==> src/rtl/usbd_irq_pkg.sv <==
package usbd_irq_pkg;

    localparam int BIT_BUSRST = 0;
    localparam int BIT_RESUME = 1;
    localparam int BIT_SUSP   = 2;
    localparam int BIT_SOF    = 3;
    localparam int BIT_PSOF   = 4;
    localparam int BIT_EOT    = 5;
    localparam int BIT_EOTS   = 6;
    localparam int BIT_LIVE   = 7;
    localparam int EP_BASE    = 8;
    localparam int NUM_BUS_EV = 7;

    localparam int CFG_GEN   = 0;
    localparam int CFG_AHIGH = 1;
    localparam int CFG_PULSE = 2;
    localparam int CFG_W     = 3;

    typedef enum logic [1:0] {
        REG_STATUS = 2'd0,
        REG_ENABLE = 2'd1,
        REG_CONFIG = 2'd2,
        REG_NONE   = 2'd3
    } reg_sel_e;

    typedef enum logic [1:0] {
        WD_IDLE,
        WD_LOCKED,
        WD_MISSING,
        WD_SUSPENDED
    } wd_state_e;

    typedef enum logic [1:0] {
        OS_IDLE,
        OS_LEVEL,
        OS_PULSE,
        OS_HOLD
    } out_state_e;

endpackage

==> src/rtl/usbd_irq_flags.sv <==
module usbd_irq_flags
    import usbd_irq_pkg::*;
#(
    parameter int NUM_EP = 16
) (
    input  logic                  clk,
    input  logic                  rst_n,
    input  logic [NUM_BUS_EV-1:0] bus_set,
    input  logic                  bus_clr,
    input  logic [NUM_EP-1:0]     ep_set,
    input  logic [NUM_EP-1:0]     ep_clr,
    output logic [NUM_BUS_EV-1:0] bus_q,
    output logic [NUM_EP-1:0]     ep_q
);

    // Set has priority over clear in every flag
    for (genvar b = 0; b < NUM_BUS_EV; b++) begin : g_bus
        always_ff @(posedge clk or negedge rst_n) begin
            if (!rst_n) begin
                bus_q[b] <= 1'b0;
            end else begin
                bus_q[b] <= bus_set[b] | (bus_q[b] & ~bus_clr);
            end
        end
    end

    for (genvar e = 0; e < NUM_EP; e++) begin : g_ep
        always_ff @(posedge clk or negedge rst_n) begin
            if (!rst_n) begin
                ep_q[e] <= 1'b0;
            end else begin
                ep_q[e] <= ep_set[e] | (ep_q[e] & ~ep_clr[e]);
            end
        end
    end

endmodule

==> src/rtl/usbd_irq_sofwd.sv <==
module usbd_irq_sofwd
    import usbd_irq_pkg::*;
#(
    parameter int TICKS_PER_MS = 12000,
    parameter int MISS_LIMIT   = 3
) (
    input  logic clk,
    input  logic rst_n,
    input  logic sof,
    output logic psof_ev,
    output logic susp_ev
);

    localparam int CNT_W  = (TICKS_PER_MS > 2) ? $clog2(TICKS_PER_MS) : 1;
    localparam int MISS_W = $clog2(MISS_LIMIT + 1);
    localparam logic [CNT_W-1:0]  CNT_LAST  = CNT_W'(TICKS_PER_MS - 1);
    localparam logic [MISS_W-1:0] MISS_LAST = MISS_W'(MISS_LIMIT - 1);

    wd_state_e         state_q, state_d;
    logic [CNT_W-1:0]  cnt_q;
    logic [MISS_W-1:0] miss_q;
    logic              running, expire, last_miss;

    assign running   = (state_q == WD_LOCKED) || (state_q == WD_MISSING);
    assign expire    = running && !sof && (cnt_q == CNT_LAST);
    assign last_miss = expire && (miss_q == MISS_LAST);

    // state register
    always_ff @(posedge clk or negedge rst_n) begin
        if (!rst_n) begin
            state_q <= WD_IDLE;
        end else begin
            state_q <= state_d;
        end
    end

    // next state
    always_comb begin
        state_d = state_q;
        unique case (state_q)
            WD_IDLE: begin
                if (sof) state_d = WD_LOCKED;
            end
            WD_LOCKED: begin
                if (sof)            state_d = WD_LOCKED;
                else if (last_miss) state_d = WD_SUSPENDED;
                else if (expire)    state_d = WD_MISSING;
            end
            WD_MISSING: begin
                if (sof)            state_d = WD_LOCKED;
                else if (last_miss) state_d = WD_SUSPENDED;
            end
            WD_SUSPENDED: begin
                if (sof) state_d = WD_LOCKED;
            end
        endcase
    end

    // outputs
    always_comb begin
        psof_ev = expire;
        susp_ev = last_miss;
    end

    // timer and miss counter, reloaded by a genuine frame
    always_ff @(posedge clk or negedge rst_n) begin
        if (!rst_n) begin
            cnt_q  <= '0;
            miss_q <= '0;
        end else if (sof) begin
            cnt_q  <= '0;
            miss_q <= '0;
        end else if (expire) begin
            cnt_q  <= '0;
            miss_q <= last_miss ? '0 : miss_q + 1'b1;
        end else if (running) begin
            cnt_q  <= cnt_q + 1'b1;
        end else begin
            cnt_q  <= '0;
        end
    end

endmodule

==> src/rtl/usbd_irq_out.sv <==
module usbd_irq_out
    import usbd_irq_pkg::*;
#(
    parameter int PULSE_LEN = 4
) (
    input  logic clk,
    input  logic rst_n,
    input  logic req,
    input  logic pulse_mode,
    input  logic active_high,
    output logic irq_pin
);

    localparam int PW = (PULSE_LEN > 1) ? $clog2(PULSE_LEN) : 1;
    localparam logic [PW-1:0] P_LAST = PW'(PULSE_LEN - 1);

    out_state_e    state_q, state_d;
    logic [PW-1:0] pcnt_q;
    logic          req_q, rise, active;

    assign rise = req && !req_q;

    // state register
    always_ff @(posedge clk or negedge rst_n) begin
        if (!rst_n) begin
            state_q <= OS_IDLE;
        end else begin
            state_q <= state_d;
        end
    end

    // next state
    always_comb begin
        state_d = state_q;
        unique case (state_q)
            OS_IDLE: begin
                if (pulse_mode) begin
                    if (rise) state_d = OS_PULSE;
                end else if (req) begin
                    state_d = OS_LEVEL;
                end
            end
            OS_LEVEL: begin
                if (!req)           state_d = OS_IDLE;
                else if (pulse_mode) state_d = OS_HOLD;
            end
            OS_PULSE: begin
                if (pcnt_q == P_LAST) state_d = req ? OS_HOLD : OS_IDLE;
            end
            OS_HOLD: begin
                if (!req)            state_d = OS_IDLE;
                else if (!pulse_mode) state_d = OS_LEVEL;
            end
        endcase
    end

    // outputs
    always_comb begin
        active  = (state_q == OS_LEVEL) || (state_q == OS_PULSE);
        irq_pin = active_high ? active : !active;
    end

    always_ff @(posedge clk or negedge rst_n) begin
        if (!rst_n) begin
            pcnt_q <= '0;
            req_q  <= 1'b0;
        end else begin
            req_q  <= req;
            pcnt_q <= (state_q == OS_PULSE) ? pcnt_q + 1'b1 : '0;
        end
    end

endmodule

==> src/rtl/usbd_irq_hub.sv <==
module usbd_irq_hub
    import usbd_irq_pkg::*;
#(
    parameter int NUM_EP       = 16,
    parameter int DATA_W       = 32,
    parameter int TICKS_PER_MS = 12000,
    parameter int MISS_LIMIT   = 3,
    parameter int PULSE_LEN    = 4
) (
    input  logic              clk,
    input  logic              rst_n,
    input  logic              rd_en,
    input  logic              wr_en,
    input  logic [1:0]        addr,
    input  logic [DATA_W-1:0] wdata,
    output logic [DATA_W-1:0] rdata,
    input  logic              ev_bus_rst,
    input  logic              ev_resume,
    input  logic              ev_suspend,
    input  logic              ev_sof,
    input  logic              ev_eot,
    input  logic              ev_eot_short,
    input  logic [NUM_EP-1:0] ev_ep,
    input  logic [NUM_EP-1:0] ep_stat_rd,
    input  logic              bus_live,
    output logic              irq_pin
);

    localparam int ST_W = EP_BASE + NUM_EP;
    localparam logic [ST_W-1:0] LIVE_MASK = ST_W'(1) << BIT_LIVE;

    reg_sel_e              sel;
    logic                  stat_rd;
    logic [NUM_BUS_EV-1:0] bus_set, bus_q;
    logic [NUM_EP-1:0]     ep_q;
    logic                  wd_psof, wd_susp;
    logic [ST_W-1:0]       status_vec, en_q;
    logic [CFG_W-1:0]      cfg_q;
    logic [DATA_W-1:0]     rd_mux;
    logic                  req;

    assign sel     = reg_sel_e'(addr);
    assign stat_rd = rd_en && (sel == REG_STATUS);

    always_comb begin
        bus_set             = '0;
        bus_set[BIT_BUSRST] = ev_bus_rst;
        bus_set[BIT_RESUME] = ev_resume;
        bus_set[BIT_SUSP]   = ev_suspend | wd_susp;
        bus_set[BIT_SOF]    = ev_sof;
        bus_set[BIT_PSOF]   = wd_psof;
        bus_set[BIT_EOT]    = ev_eot;
        bus_set[BIT_EOTS]   = ev_eot_short;
    end

    usbd_irq_flags #(.NUM_EP(NUM_EP)) u_flags (
        .clk     (clk),
        .rst_n   (rst_n),
        .bus_set (bus_set),
        .bus_clr (stat_rd),
        .ep_set  (ev_ep),
        .ep_clr  (ep_stat_rd),
        .bus_q   (bus_q),
        .ep_q    (ep_q)
    );

    usbd_irq_sofwd #(
        .TICKS_PER_MS (TICKS_PER_MS),
        .MISS_LIMIT   (MISS_LIMIT)
    ) u_sofwd (
        .clk     (clk),
        .rst_n   (rst_n),
        .sof     (ev_sof),
        .psof_ev (wd_psof),
        .susp_ev (wd_susp)
    );

    // live bus bit sits between the bus events and the endpoints
    assign status_vec = {ep_q, bus_live, bus_q};

    always_ff @(posedge clk or negedge rst_n) begin
        if (!rst_n) begin
            en_q  <= '0;
            cfg_q <= '0;
        end else if (wr_en) begin
            if (sel == REG_ENABLE) en_q  <= wdata[ST_W-1:0];
            if (sel == REG_CONFIG) cfg_q <= wdata[CFG_W-1:0];
        end
    end

    always_comb begin
        rd_mux = '0;
        unique case (sel)
            REG_STATUS: rd_mux[ST_W-1:0]  = status_vec;
            REG_ENABLE: rd_mux[ST_W-1:0]  = en_q;
            REG_CONFIG: rd_mux[CFG_W-1:0] = cfg_q;
            REG_NONE:   rd_mux            = '0;
        endcase
    end

    always_ff @(posedge clk or negedge rst_n) begin
        if (!rst_n) begin
            rdata <= '0;
        end else if (rd_en) begin
            rdata <= rd_mux;
        end
    end

    assign req = cfg_q[CFG_GEN] && |(status_vec & en_q & ~LIVE_MASK);

    usbd_irq_out #(.PULSE_LEN(PULSE_LEN)) u_out (
        .clk         (clk),
        .rst_n       (rst_n),
        .req         (req),
        .pulse_mode  (cfg_q[CFG_PULSE]),
        .active_high (cfg_q[CFG_AHIGH]),
        .irq_pin     (irq_pin)
    );

endmodule

==> config.mk <==
export PLATFORM = sky130hd
export DESIGN_NAME = usbd_irq_hub
export DESIGN_NICKNAME = d
export VERILOG_FILES = /design/src/rtl/usbd_irq_pkg.sv /design/src/rtl/usbd_irq_flags.sv /design/src/rtl/usbd_irq_sofwd.sv /design/src/rtl/usbd_irq_out.sv /design/src/rtl/usbd_irq_hub.sv
export SDC_FILE = /design/constraint.sdc
export NUM_CORES = 1
export LEC_CHECK = 0
export BUFFER_PORTS_ARGS = -buffer_cell sky130_fd_sc_hd__buf_2
export CAP_MARGIN = 20
export CORE_ASPECT_RATIO = 1.5
export CORE_UTILIZATION = 54
export CTS_CLUSTER_DIAMETER = 200
export DETAILED_ROUTE_END_ITERATION = 8
export GPL_TIMING_DRIVEN = 1
export PLACE_DENSITY = 0.8
export SYNTH_ARGS = -nofsm -noshare
export SYNTH_HDL_FRONTEND = slang
export SYNTH_HIERARCHICAL = 1
export SYNTH_SLANG_ARGS = --single-unit
==> constraint.sdc <==
create_clock -name clk -period 2.2 [get_ports clk]
set_input_delay 0.11 -clock clk [delete_from_list [all_inputs] [get_ports clk]]
set_output_delay 0.11 -clock clk [all_outputs]
set_load 0.1 [all_outputs]
==> metrics.log, run 1 <==
[metrics] Routed WL per cell: ~17 um
[metrics] min Tclk post-route: ~2100 ps
[metrics] number of antenna violations at the first check in global routing: 0
[metrics] Max stage delay cell, worst path: dfrtp_1
[metrics] kind of capture point of the worst setup path: flop
[metrics] Worst-Skew Late Latency: around 350 ps
[metrics] number of setup violations in the final report: 0
[metrics] CP startpoint kind: flop
[metrics] final-layout worst hold slack: 13.93 ps
[metrics] Pins Over Slew Limit: 0
[metrics] kind of cell adding the most delay to the critical path: compound AO/OA/AOI/OAI gates
[metrics] HPWL after detailed placement: just under 7000 um
[metrics] CP max FO: 5
[metrics] effective utilization at floorplan: 0.5619
[metrics] Num Clock Sinks: 97
[metrics] fraction of final layout cells sized beyond drive strength 1: 0.3166
[metrics] cell area after synthesis: ~4600 um2
[metrics] Post-synth EDFFs: 0
[metrics] top post-synthesis cells by area: dfrtp_1, mux2_4, mux2i_1
[metrics] routed vias: between 3000 and 4000
[metrics] part of the Yosys area used for sequential elements: 0.5328
[metrics] Core Area: between 8000 and 9000 um2
[metrics] combined flip-flop and latch cell area: between 2000 and 2500 um2
[metrics] register-to-register setup slack: a little under 100 ps
[metrics] CP cell instances: a22o_1, a221oi_2, nand3_1, o31a_1, mux2i_1, o221ai_2, buf_4, o22a_1
[metrics] area used by multi-input combinational logic: 1859 um2
[metrics] CTS tree: built
[metrics] reg-to-reg critical path startpoint: u_flags/ep_q[7]
[metrics] number of iterations in the first detailed-routing pass: 4
[metrics] number of cells on the worst hold path: 2
[metrics] Residual DRC: 0
[metrics] maximum buffer depth of the clock tree: 2
[metrics] CTS H-tree lvls: 3
[metrics] Async SR Flop Fraction: 1.000
[metrics] RSZ-0062 raised after global routing: true
[metrics] PD cells: roughly 960 nW/um2
[metrics] result of the run: finished, final reports clean
[metrics] delay contributed by the slowest stage of the critical path: roughly 410 ps
[metrics] share of the synthesized area in the top cell type: 0.5328
[metrics] antenna diode instance count: 0
[metrics] top-count cell post-synth: dfrtp_1
[metrics] global-route wire length before repair: 16730 um
[metrics] FF-to-FF End: u_out/state_q[1]
[metrics] clock skew after layout: roughly 6.3 ps
[metrics] worst min-delay path endpoint: en_q[9]
[metrics] count of port buffers added during placement: 93
[metrics] post-DR vias/cell: around 5.4
[metrics] data arrival time of the critical path: about 2300 ps
[metrics] Tightest Pin Transition: approximately 620 ps
[metrics] area of the die: just under 9000 um2
[metrics] Synthesis Warnings: 6
[metrics] worst path setup slack after routing: 96.12 ps
[metrics] depth of the worst register-to-register path: 8
[metrics] Top-Level Pins: 110
[metrics] mean instance size in the synthesized netlist: about 12 um2
[metrics] Distinct cells, synth: 53
[metrics] worst hold path startpoint: wdata[9]
[metrics] maximum number of pins on one net before global-route repair: between 50 and 60
[metrics] type of the tightest min-delay check: in -> reg
[metrics] number of nets in the finished design: roughly 600
[metrics] number of fillers in the final layout: approximately 560
[metrics] top cell type by total area after synthesis: dfrtp_1
[metrics] number of rows in the core area: 40
[metrics] number of violations reported at the end of detailed-routing iteration 0: about 190
[metrics] Maximum Capacitance Violations: 0
[metrics] gp weighted congestion: 0.9081
[metrics] Worst-path clk slew: roughly 60 ps
[metrics] required arrival time at the worst endpoint: 2430 ps
[metrics] root buf cell: clkbuf_16
[metrics] Final period util: 0.9563
[metrics] global router's overall resource usage: 0.2535
[metrics] Leakage: 2.993 nW
[metrics] final core utilization: 0.7148
[metrics] hold violation count in the final report: 0
[metrics] post-synthesis register bit count: 97
[metrics] height of the chip: approximately 110 um
[metrics] total wire length after detailed routing: approximately 10000 um
[metrics] number of buffers inserted during clock tree synthesis: 9
[metrics] worst-case headroom to the max-slew limit: 0.5841
[metrics] final antenna-violating net count: 0
[metrics] most common flop cell mapped by yosys: dfrtp_1
[metrics] CP Class: reg -> reg
[metrics] die span in x: around 77 um
[metrics] area overhead of the layout relative to synthesis: 27.22%
[metrics] setup slack after placement: between 30 and 40 ps
[metrics] overflow left after global routing: 0
[metrics] vias in the first global route: about 3400
[metrics] Fmax: 0.4753 GHz
[metrics] cells after synthesis: roughly 380
[metrics] total buffers and inverters traversed by the critical path: 1
[metrics] Commonest cells post-synth: dfrtp_1, inv_1, mux2i_1, a21o_1, nor2_1
[metrics] maximum resistive drop on vdd: 0.0005357 V
-- per-layer routing --
layer | track usage | part of all wire | vias up
met3 | 0.06056 | 0.046 | 27
li1 | - | - | 1563
met5 | 0 | 0 | -
met1 | 0.2961 | 0.40 | 1654
met4 | 0.1145 | 0.030 | 0
met2 | 0.4417 | 0.53 | 117
-- kinds of logic (layout without fill, tap and decap cells) --
logic type	after synthesis	count (layout)	synth area share
DFF	97	97	0.5328
AOI/OAI and AO/OA	73	73	0.1167
and+or+nand+nor	66	66	0.08926
buffers and inverters	65	198	0.06784
muxes	54	54	0.1428
xor gates and xnor gates	13	13	0.02499
adders and majority gates	9	9	0.02472
other	1	8	0.0008232
-- sequential cells by signal, summed over array words and instances, names as in the netlist, 3 cells and up --
register,flops
cfg_q,3
en_q,24
rdata,24
u_flags/bus_q,7
u_flags/ep_q,16
u_sofwd/cnt_q,14
-- stage by stage --
step	cell area [um2]	TNS [ps]	std cells	total power, mW
floorplan	4589	0	385	3.502
global placement	5095	0	568	3.788
detailed placement	5095	0	568	3.846
CTS	5734	0	616	5.513
global route	5796	-52.75	623	5.781
finish	5796	0	623	5.543
-- cell type report --
type | count | area share
clock buffer | 10 | 0.03951
clock inverter | 4 | 0.01209
inverter | 46 | 0.02979
multi-input combinational | 223 | 0.3208
sequential | 97 | 0.4188
tap | 105 | 0.02267
timing repair buffer | 138 | 0.1563
-- how the worst max path moves through the flow --
stage                                   from                  to  slack [ps]  cells past startpoint
final                        u_flags/ep_q[7]    u_out/state_q[1]         100                      8
after global routing         u_flags/ep_q[7]    u_out/state_q[0]         -40                      8
after CTS                   u_flags/bus_q[4]    u_out/state_q[0]          20                      8
after detailed placement    u_flags/bus_q[4]    u_out/state_q[0]          40                      8
after global placement      u_flags/bus_q[4]    u_out/state_q[0]         210                      8
after floorplan           u_sofwd/state_q[0]  u_sofwd/state_q[1]         300                      7
-- cells in the final DEF, fill, tap and decap left out, drive strengths merged, types with 2 or more instances in the layout --
master,netlist,routed
nand4,2,2
nor3b,3,3
o22ai,21,21
conb,1,8
xor2,9,9
a22o,2,2
and3,6,6
and2,2,2
mux2,28,28
dfrtp,97,97
bufinv,0,2
a21oi,10,10
nand3,9,9
nand3b,2,2
a21o,23,23
ha,9,9
a22oi,6,6
nand2,9,9
and4,2,2
mux2i,26,26
clkbuf,0,10
inv,46,46
xnor2,4,4
dlygate4sd3,0,35
nor2,24,24
buf,19,103
a221oi,3,3
clkinv,0,2
o21ai,2,2
-- power breakdown --
| part | internal (mW) | switching [mW] | total (mW) |
|---|---|---|---|
| registers | 2.02 | 0.201 | 2.23 |
| logic | 0.600 | 1.11 | 1.71 |
| clock network | 0.979 | 0.631 | 1.61 |
| total | 3.60 | 1.94 | 5.54 |
-- repair_timing --
item / 4_1_cts / 5_1_grt
hold buffers: 34 / 1
endpoints found under the hold margin: 80 / 1
buffers inserted: 0 / 6
setup endpoints to repair: 0 / 3
gates resized for setup: 0 / 1
No activity file was read; power rests on OpenSTA's default activity.
==> inputs of run 2 (changes only) <==
CORE_ASPECT_RATIO = 0.8   (was 1.5)
==> metrics.log, run 2 (synthesized netlist as in run 1, its figures left out) <==
[metrics] result of the run: finished, final reports clean
[metrics] most common cell after layout, fill and taps aside: dfrtp_1
[metrics] effective utilization at floorplan: 0.5655
[metrics] register-to-register setup slack: about 120 ps
[metrics] maximum number of pins on one net before global-route repair: 47
[metrics] CP Class: reg -> reg
[metrics] CTS H-tree lvls: 3
[metrics] HPWL after detailed placement: just under 7000 um
[metrics] summed negative setup slack over all endpoints: 0 ps
[metrics] Num Clock Sinks: 97
[metrics] Sw Share: 0.3694
[metrics] Routed WL per cell: 17.13 um
[metrics] design internal power: between 3 and 4 mW
[metrics] reg-to-reg critical path startpoint: u_flags/ep_q[1]
[metrics] worst min-delay path endpoint: u_flags/ep_q[9]
[metrics] Leakage: 3.011 nW
[metrics] area post-placement: ~5100 um2
[metrics] vias in the first global route: 3654
[metrics] GRT met1 Usage: 0.3148
[metrics] portion of total power attributed to the clock network: 0.241
[metrics] post-placement cell count: about 570
[metrics] required arrival time at the worst endpoint: roughly 2500 ps
[metrics] Tightest Pin Transition: around 1000 ps
[metrics] global-route met2 utilization: 0.4696
[metrics] post-DR vias/cell: 5.316
[metrics] worst hold path startpoint: ep_stat_rd[9]
[metrics] kind of capture point of the worst setup path: flop
[metrics] Maximum Capacitance Violations: 0
[metrics] top flop regs: en_q x24, rdata x24, u_flags/ep_q x16
[metrics] area of the die: 8810 um2
[metrics] RSZ-0062 raised after global routing: true
[metrics] area used by multi-input combinational logic: approximately 1900 um2
[metrics] Worst-Skew Late Latency: roughly 360 ps
[metrics] Fmax: 0.4800 GHz
[metrics] number of setup violations in the final report: 0
[metrics] gp weighted congestion: between 0.8 and 0.9
[metrics] antenna diode instance count: 0
[metrics] FF-to-FF End: u_out/state_q[0]
[metrics] final design instance area without fill: around 6000 um2
[metrics] Power Total: roughly 5.2 mW
[metrics] maximum resistive drop on vdd: between 0.0004 and 0.0005 V
[metrics] most used cells in the layout excluding fill and tap cells: dfrtp_1, buf_2, dlygate4sd3_1, inv_1, mux2i_1
[metrics] number of standard cells in the final layout excluding fillers: 645
[metrics] number of iterations in the first detailed-routing pass: 4
[metrics] CP startpoint kind: flop
[metrics] die span in x: 104.7 um
[metrics] number of fillers in the final layout: between 500 and 600
[metrics] count of port buffers added during placement: 93
[metrics] worst-case headroom to the max-slew limit: 0.3347
[metrics] data arrival time of the critical path: 2370 ps
[metrics] net switching power: about 1.9 mW
[metrics] height of the chip: around 84 um
[metrics] CP max FO: 6
[metrics] overflow left after global routing: 0
[metrics] PD cells: 877.8 nW/um2
[metrics] Top-Level Pins: between 100 and 150
[metrics] Core Area: 8055 um2
[metrics] fraction of final layout cells sized beyond drive strength 1: 0.2998
[metrics] number of cells on the worst hold path: 3
[metrics] number of antenna violations at the first check in global routing: 0
[metrics] total wire length after detailed routing: 11050 um
[metrics] Final period util: 0.9470
[metrics] sequential fraction of design power: 0.428
[metrics] min Tclk post-route: approximately 2100 ps
[metrics] final antenna-violating net count: 0
[metrics] type of the tightest min-delay check: in -> reg
[metrics] worst setup path startpoint: u_flags/ep_q[1]
[metrics] number of rows in the core area: 29
[metrics] Residual DRC: 0
[metrics] Worst-path clk slew: roughly 90 ps
[metrics] global-route wire length before repair: around 18000 um
[metrics] depth of the worst register-to-register path: 8
[metrics] CTS tree: built
[metrics] maximum buffer depth of the clock tree: 2
[metrics] clock skew after layout: approximately 11 ps
[metrics] number of buffers inserted during clock tree synthesis: 9
[metrics] root buf cell: clkbuf_8
[metrics] routed vias: 3429
[metrics] global router's overall resource usage: 0.2666
[metrics] hold violation count in the final report: 0
[metrics] area overhead of the layout relative to synthesis: 29.61%
[metrics] number of violations reported at the end of detailed-routing iteration 0: 192
[metrics] global routing usage on met3: 0.08230
[metrics] part of the total power dissipated in combinational logic: 0.330
[metrics] global route hottest layer: met2
[metrics] number of nets in the finished design: between 600 and 700
[metrics] Pins Over Slew Limit: 0
[metrics] combined flip-flop and latch cell area: about 2400 um2
==> run 2: cell count changes in the layout (fill, tap and decap cells not counted) <==
cell / before / now
clkbuf_1: 1 / 2
dlygate4sd3_1: 35 / 56
clkinv_4: 0 / 1
clkbuf_16: 9 / 0
clkinv_2: 2 / 0
inv_6: 0 / 1
a21oi_4: 0 / 1
a21oi_2: 1 / 0
buf_4: 10 / 7
clkbuf_8: 0 / 9
==> run 2: power by group through the flow <==
stage / clock [mW] / sequential, mW / combinational [mW]
after floorplan: 0 / 2.58 / 0.918
after global placement: 0 / 2.23 / 1.56
after detailed placement: 0 / 2.24 / 1.60
after CTS: 1.28 / 2.21 / 1.69
after global routing: 1.34 / 2.25 / 1.82
final: 1.25 / 2.22 / 1.71
==> run 2: stage by stage <==
stage                     utilization  setup WS (ps)  hold WS [ps]
after CTS                      0.7285          88.79        0.9686
final                          0.7330          116.6         19.70
after detailed placement       0.6330          108.9         63.48
after global routing           0.7330          3.129        0.8543
after global placement         0.6330          196.1         56.39
after floorplan                     -          303.7        -185.6
==> run 2: metal layers <==
layer / wire (um) / vias to the layer above
met4: 163 / 0
met1: 4646 / 1688
met5: 0 / -
li1: - / 1609
met2: 5637 / 115
met3: 601 / 17
==> run 2: worst max-delay path by stage <==
stage | to | slack [ps] | depth (start not counted)
floorplan | u_sofwd/state_q[1] | 300 | 7
global placement | u_out/state_q[0] | 200 | 8
detailed placement | u_out/state_q[0] | 110 | 8
CTS | u_out/state_q[0] | 90 | 8
global route | u_out/state_q[0] | 3 | 8
finish | u_out/state_q[0] | 120 | 8
==> run 2: critical path, stage by stage, from the launching register on <==
cell and delay (ps):
dfrtp_1 420, a22o_1 260, a221oi_2 190, nand3_1 140, o31a_1 330, mux2i_1 220
o221ai_2 140, nor2_2 130, mux2i_1 190
==> run 2: area by class of cell <==
| cell class | count | area share |
|---|---|---|
| multi-input combinational | 223 | 0.3162 |
| clock buffer | 11 | 0.02225 |
| clock inverter | 4 | 0.01314 |
| sequential | 97 | 0.4111 |
| timing repair buffer | 156 | 0.1852 |
| inverter | 46 | 0.02924 |
| tap | 108 | 0.02289 |
==> run 2: repair_timing <==
| item | 4_1_cts | 5_1_grt |
|---|---|---|
| hold endpoints to repair | 72 | 0 |
| gates resized for setup | 0 | 2 |
| hold buffers | 56 | 0 |
| setup endpoints to repair | 0 | 3 |
| buffers inserted | 0 | 3 |
==> inputs of run 3 (changes only) <==
CORE_ASPECT_RATIO = not set   (was 0.8)
==> metrics.log, run 3 (synthesized netlist as in run 1, its figures left out) <==
[metrics] cell seen most often among critical-path stages: mux2i_1
[metrics] Routed WL per cell: ~17 um
[metrics] CTS tree: built
[metrics] final core utilization: 0.7129
[metrics] CP Class: reg -> reg
[metrics] instance count on the critical path: 8
[metrics] number of antenna violations at the first check in global routing: 0
[metrics] fraction of final layout cells sized beyond drive strength 1: 0.3139
[metrics] PD cells: between 800 and 900 nW/um2
[metrics] maximum resistive drop on vdd: around 0.00045 V
[metrics] most common cell after layout, fill and taps aside: dfrtp_1
[metrics] number of iterations in the first detailed-routing pass: 4
[metrics] vias in the first global route: approximately 3600
[metrics] worst setup path endpoint: u_out/state_q[0]
[metrics] number of nets in the finished design: between 600 and 700
[metrics] reg-to-reg critical path startpoint: u_flags/ep_q[1]
[metrics] number of violations reported at the end of detailed-routing iteration 0: 180
[metrics] kind of cell adding the most delay to the critical path: compound AO/OA/AOI/OAI gates
[metrics] maximum number of pins on one net before global-route repair: between 90 and 100
[metrics] Num Clock Sinks: 97
[metrics] CP max FO: 6
[metrics] CP startpoint kind: flop
[metrics] worst setup path startpoint: u_flags/ep_q[1]
[metrics] overflow left after global routing: 0
[metrics] global-route wire length before repair: ~17000 um
[metrics] Tightest Pin Transition: ~950 ps
[metrics] Max stage delay cell, worst path: dfrtp_1
[metrics] required arrival time at the worst endpoint: 2480 ps
[metrics] min Tclk post-route: ~2200 ps
[metrics] Pins Over Slew Limit: 0
[metrics] height of the chip: ~94 um
[metrics] clock skew after layout: between 15 and 20 ps
[metrics] number of rows in the core area: 33
[metrics] summed negative setup slack over all endpoints: 0 ps
[metrics] hold violation count in the final report: 1
[metrics] gp weighted congestion: 0.7604
[metrics] post-placement cell count: about 570
[metrics] root buf cell: clkbuf_8
[metrics] data arrival time of the critical path: around 2400 ps
[metrics] HPWL after detailed placement: between 6000 and 7000 um
[metrics] failing checks: hold timing
[metrics] Final period util: 0.9811
[metrics] die span in x: 93.85 um
[metrics] kind of capture point of the worst setup path: flop
[metrics] final-layout worst hold slack: -5.429 ps
[metrics] Fmax: 0.4633 GHz
[metrics] FF-to-FF End: u_out/state_q[0]
[metrics] Maximum Capacitance Violations: 0
[metrics] number of buffers inserted during clock tree synthesis: 9
[metrics] effective utilization at floorplan: 0.5572
[metrics] area overhead of the layout relative to synthesis: 27.93%
[metrics] top flop regs: en_q x24, rdata x24, u_flags/ep_q x16
[metrics] result of the run: finished, violations left
[metrics] routed vias: roughly 3400
[metrics] Top-Level Pins: 110
[metrics] final antenna-violating net count: 0
[metrics] depth of the worst register-to-register path: 8
[metrics] Core Area: between 8000 and 9000 um2
[metrics] Worst-path clk slew: about 110 ps
[metrics] post-DR vias/cell: 5.397
[metrics] Residual DRC: 0
[metrics] total wire length after detailed routing: between 10000 and 15000 um
[metrics] global router's overall resource usage: 0.2482
[metrics] maximum buffer depth of the clock tree: 2
[metrics] Leakage: roughly 3.0 nW
[metrics] antenna diode instance count: 0
[metrics] RSZ-0062 raised after global routing: true
[metrics] number of standard cells in the final layout excluding fillers: ~640
[metrics] number of fillers in the final layout: around 540
[metrics] Worst-Skew Late Latency: about 370 ps
[metrics] area of the die: 8808 um2
[metrics] CP cell instances: a22o_1, a221oi_2, nand3_1, o31a_1, mux2i_1, o221ai_2, nor2_2, mux2i_1
[metrics] most used cells in the layout excluding fill and tap cells: dfrtp_1, buf_2, dlygate4sd3_1, inv_1, mux2i_1
[metrics] total buffers and inverters traversed by the critical path: 0
[metrics] number of setup violations in the final report: 0
[metrics] worst-case headroom to the max-slew limit: 0.3689
[metrics] type of the tightest min-delay check: in -> reg
[metrics] count of port buffers added during placement: slightly above 90
[metrics] CTS H-tree lvls: 3
[metrics] register-to-register setup slack: 40 ps
[metrics] delay contributed by the slowest stage of the critical path: 420 ps
==> run 3: cell count changes in the layout (fill, tap and decap cells not counted), sizes merged, moves of 2 or more <==
cell	change
dlygate4sd3	-9
buf	+2
clkinv	+2
bufinv	-2
==> run 3: worst min path at each step <==
stage	startpoint	end	slack (ps)	depth (start not counted)
floorplan	rst_n	cfg_q[0]	-190	0
global placement	rst_n	rdata[16]	200	2
detailed placement	rst_n	u_flags/ep_q[8]	200	2
CTS	wdata[0]	cfg_q[0]	0.1	2
global route	wdata[1]	en_q[1]	3	2
finish	ep_stat_rd[4]	u_flags/ep_q[4]	-5	3
==> run 3: area by class of cell <==
cell class	count	area, um2	area share
repair buffers	149	1018	0.1748
multi-input cells	224	1879	0.3225
clock inverters	6	61.31	0.01052
clock buffers	10	137.6	0.02362
inverters	46	172.7	0.02963
well taps	105	131.4	0.02254
flip-flops and latches	97	2427	0.4165
==> run 3: routing by layer <==
| layer | up-vias | routed length (um) | track usage |
|---|---|---|---|
| li1 | 1589 | - | - |
| met1 | 1707 | 4438 | 0.3214 |
| met2 | 120 | 5502 | 0.4167 |
| met3 | 22 | 483 | 0.04045 |
| met4 | 0 | 240 | 0.09744 |
| met5 | - | 0 | 0 |
==> run 3: power by group <==
| part | internal, mW | leakage [nW] | switching, mW | total, mW |
|---|---|---|---|---|
| Sequential | 2.02 | 1.18 | 0.205 | 2.23 |
| Combinational | 0.611 | 1.72 | 1.11 | 1.72 |
| Clock | 0.468 | 0.0978 | 0.674 | 1.14 |
| Total | 3.10 | 2.99 | 1.99 | 5.09 |
==> run 3: tightest hold or removal path, cell delays in order <==
cell    delay, ps
buf_2          90
inv_1          40
a21o_1        100
==> run 3: timing repair <==
action / 4_1_cts / 5_1_grt
gates resized for setup: 0 / 2
endpoints found under the setup margin: 0 / 3
setup buffers: 0 / 6
hold buffers: 46 / 1
hold endpoints to repair: 138 / 1
==> run 3: through the flow <==
step	power, mW	hold slack, ps	worst slack [ps]	area [um2]
global route	5.324	2.790	-63.18	5828
detailed placement	3.840	204.3	98.37	5087
global placement	3.782	199.7	147.8	5087
finish	5.092	-5.429	41.48	5828
floorplan	3.502	-185.6	303.7	4589
CTS	5.034	0.1155	52.31	5747
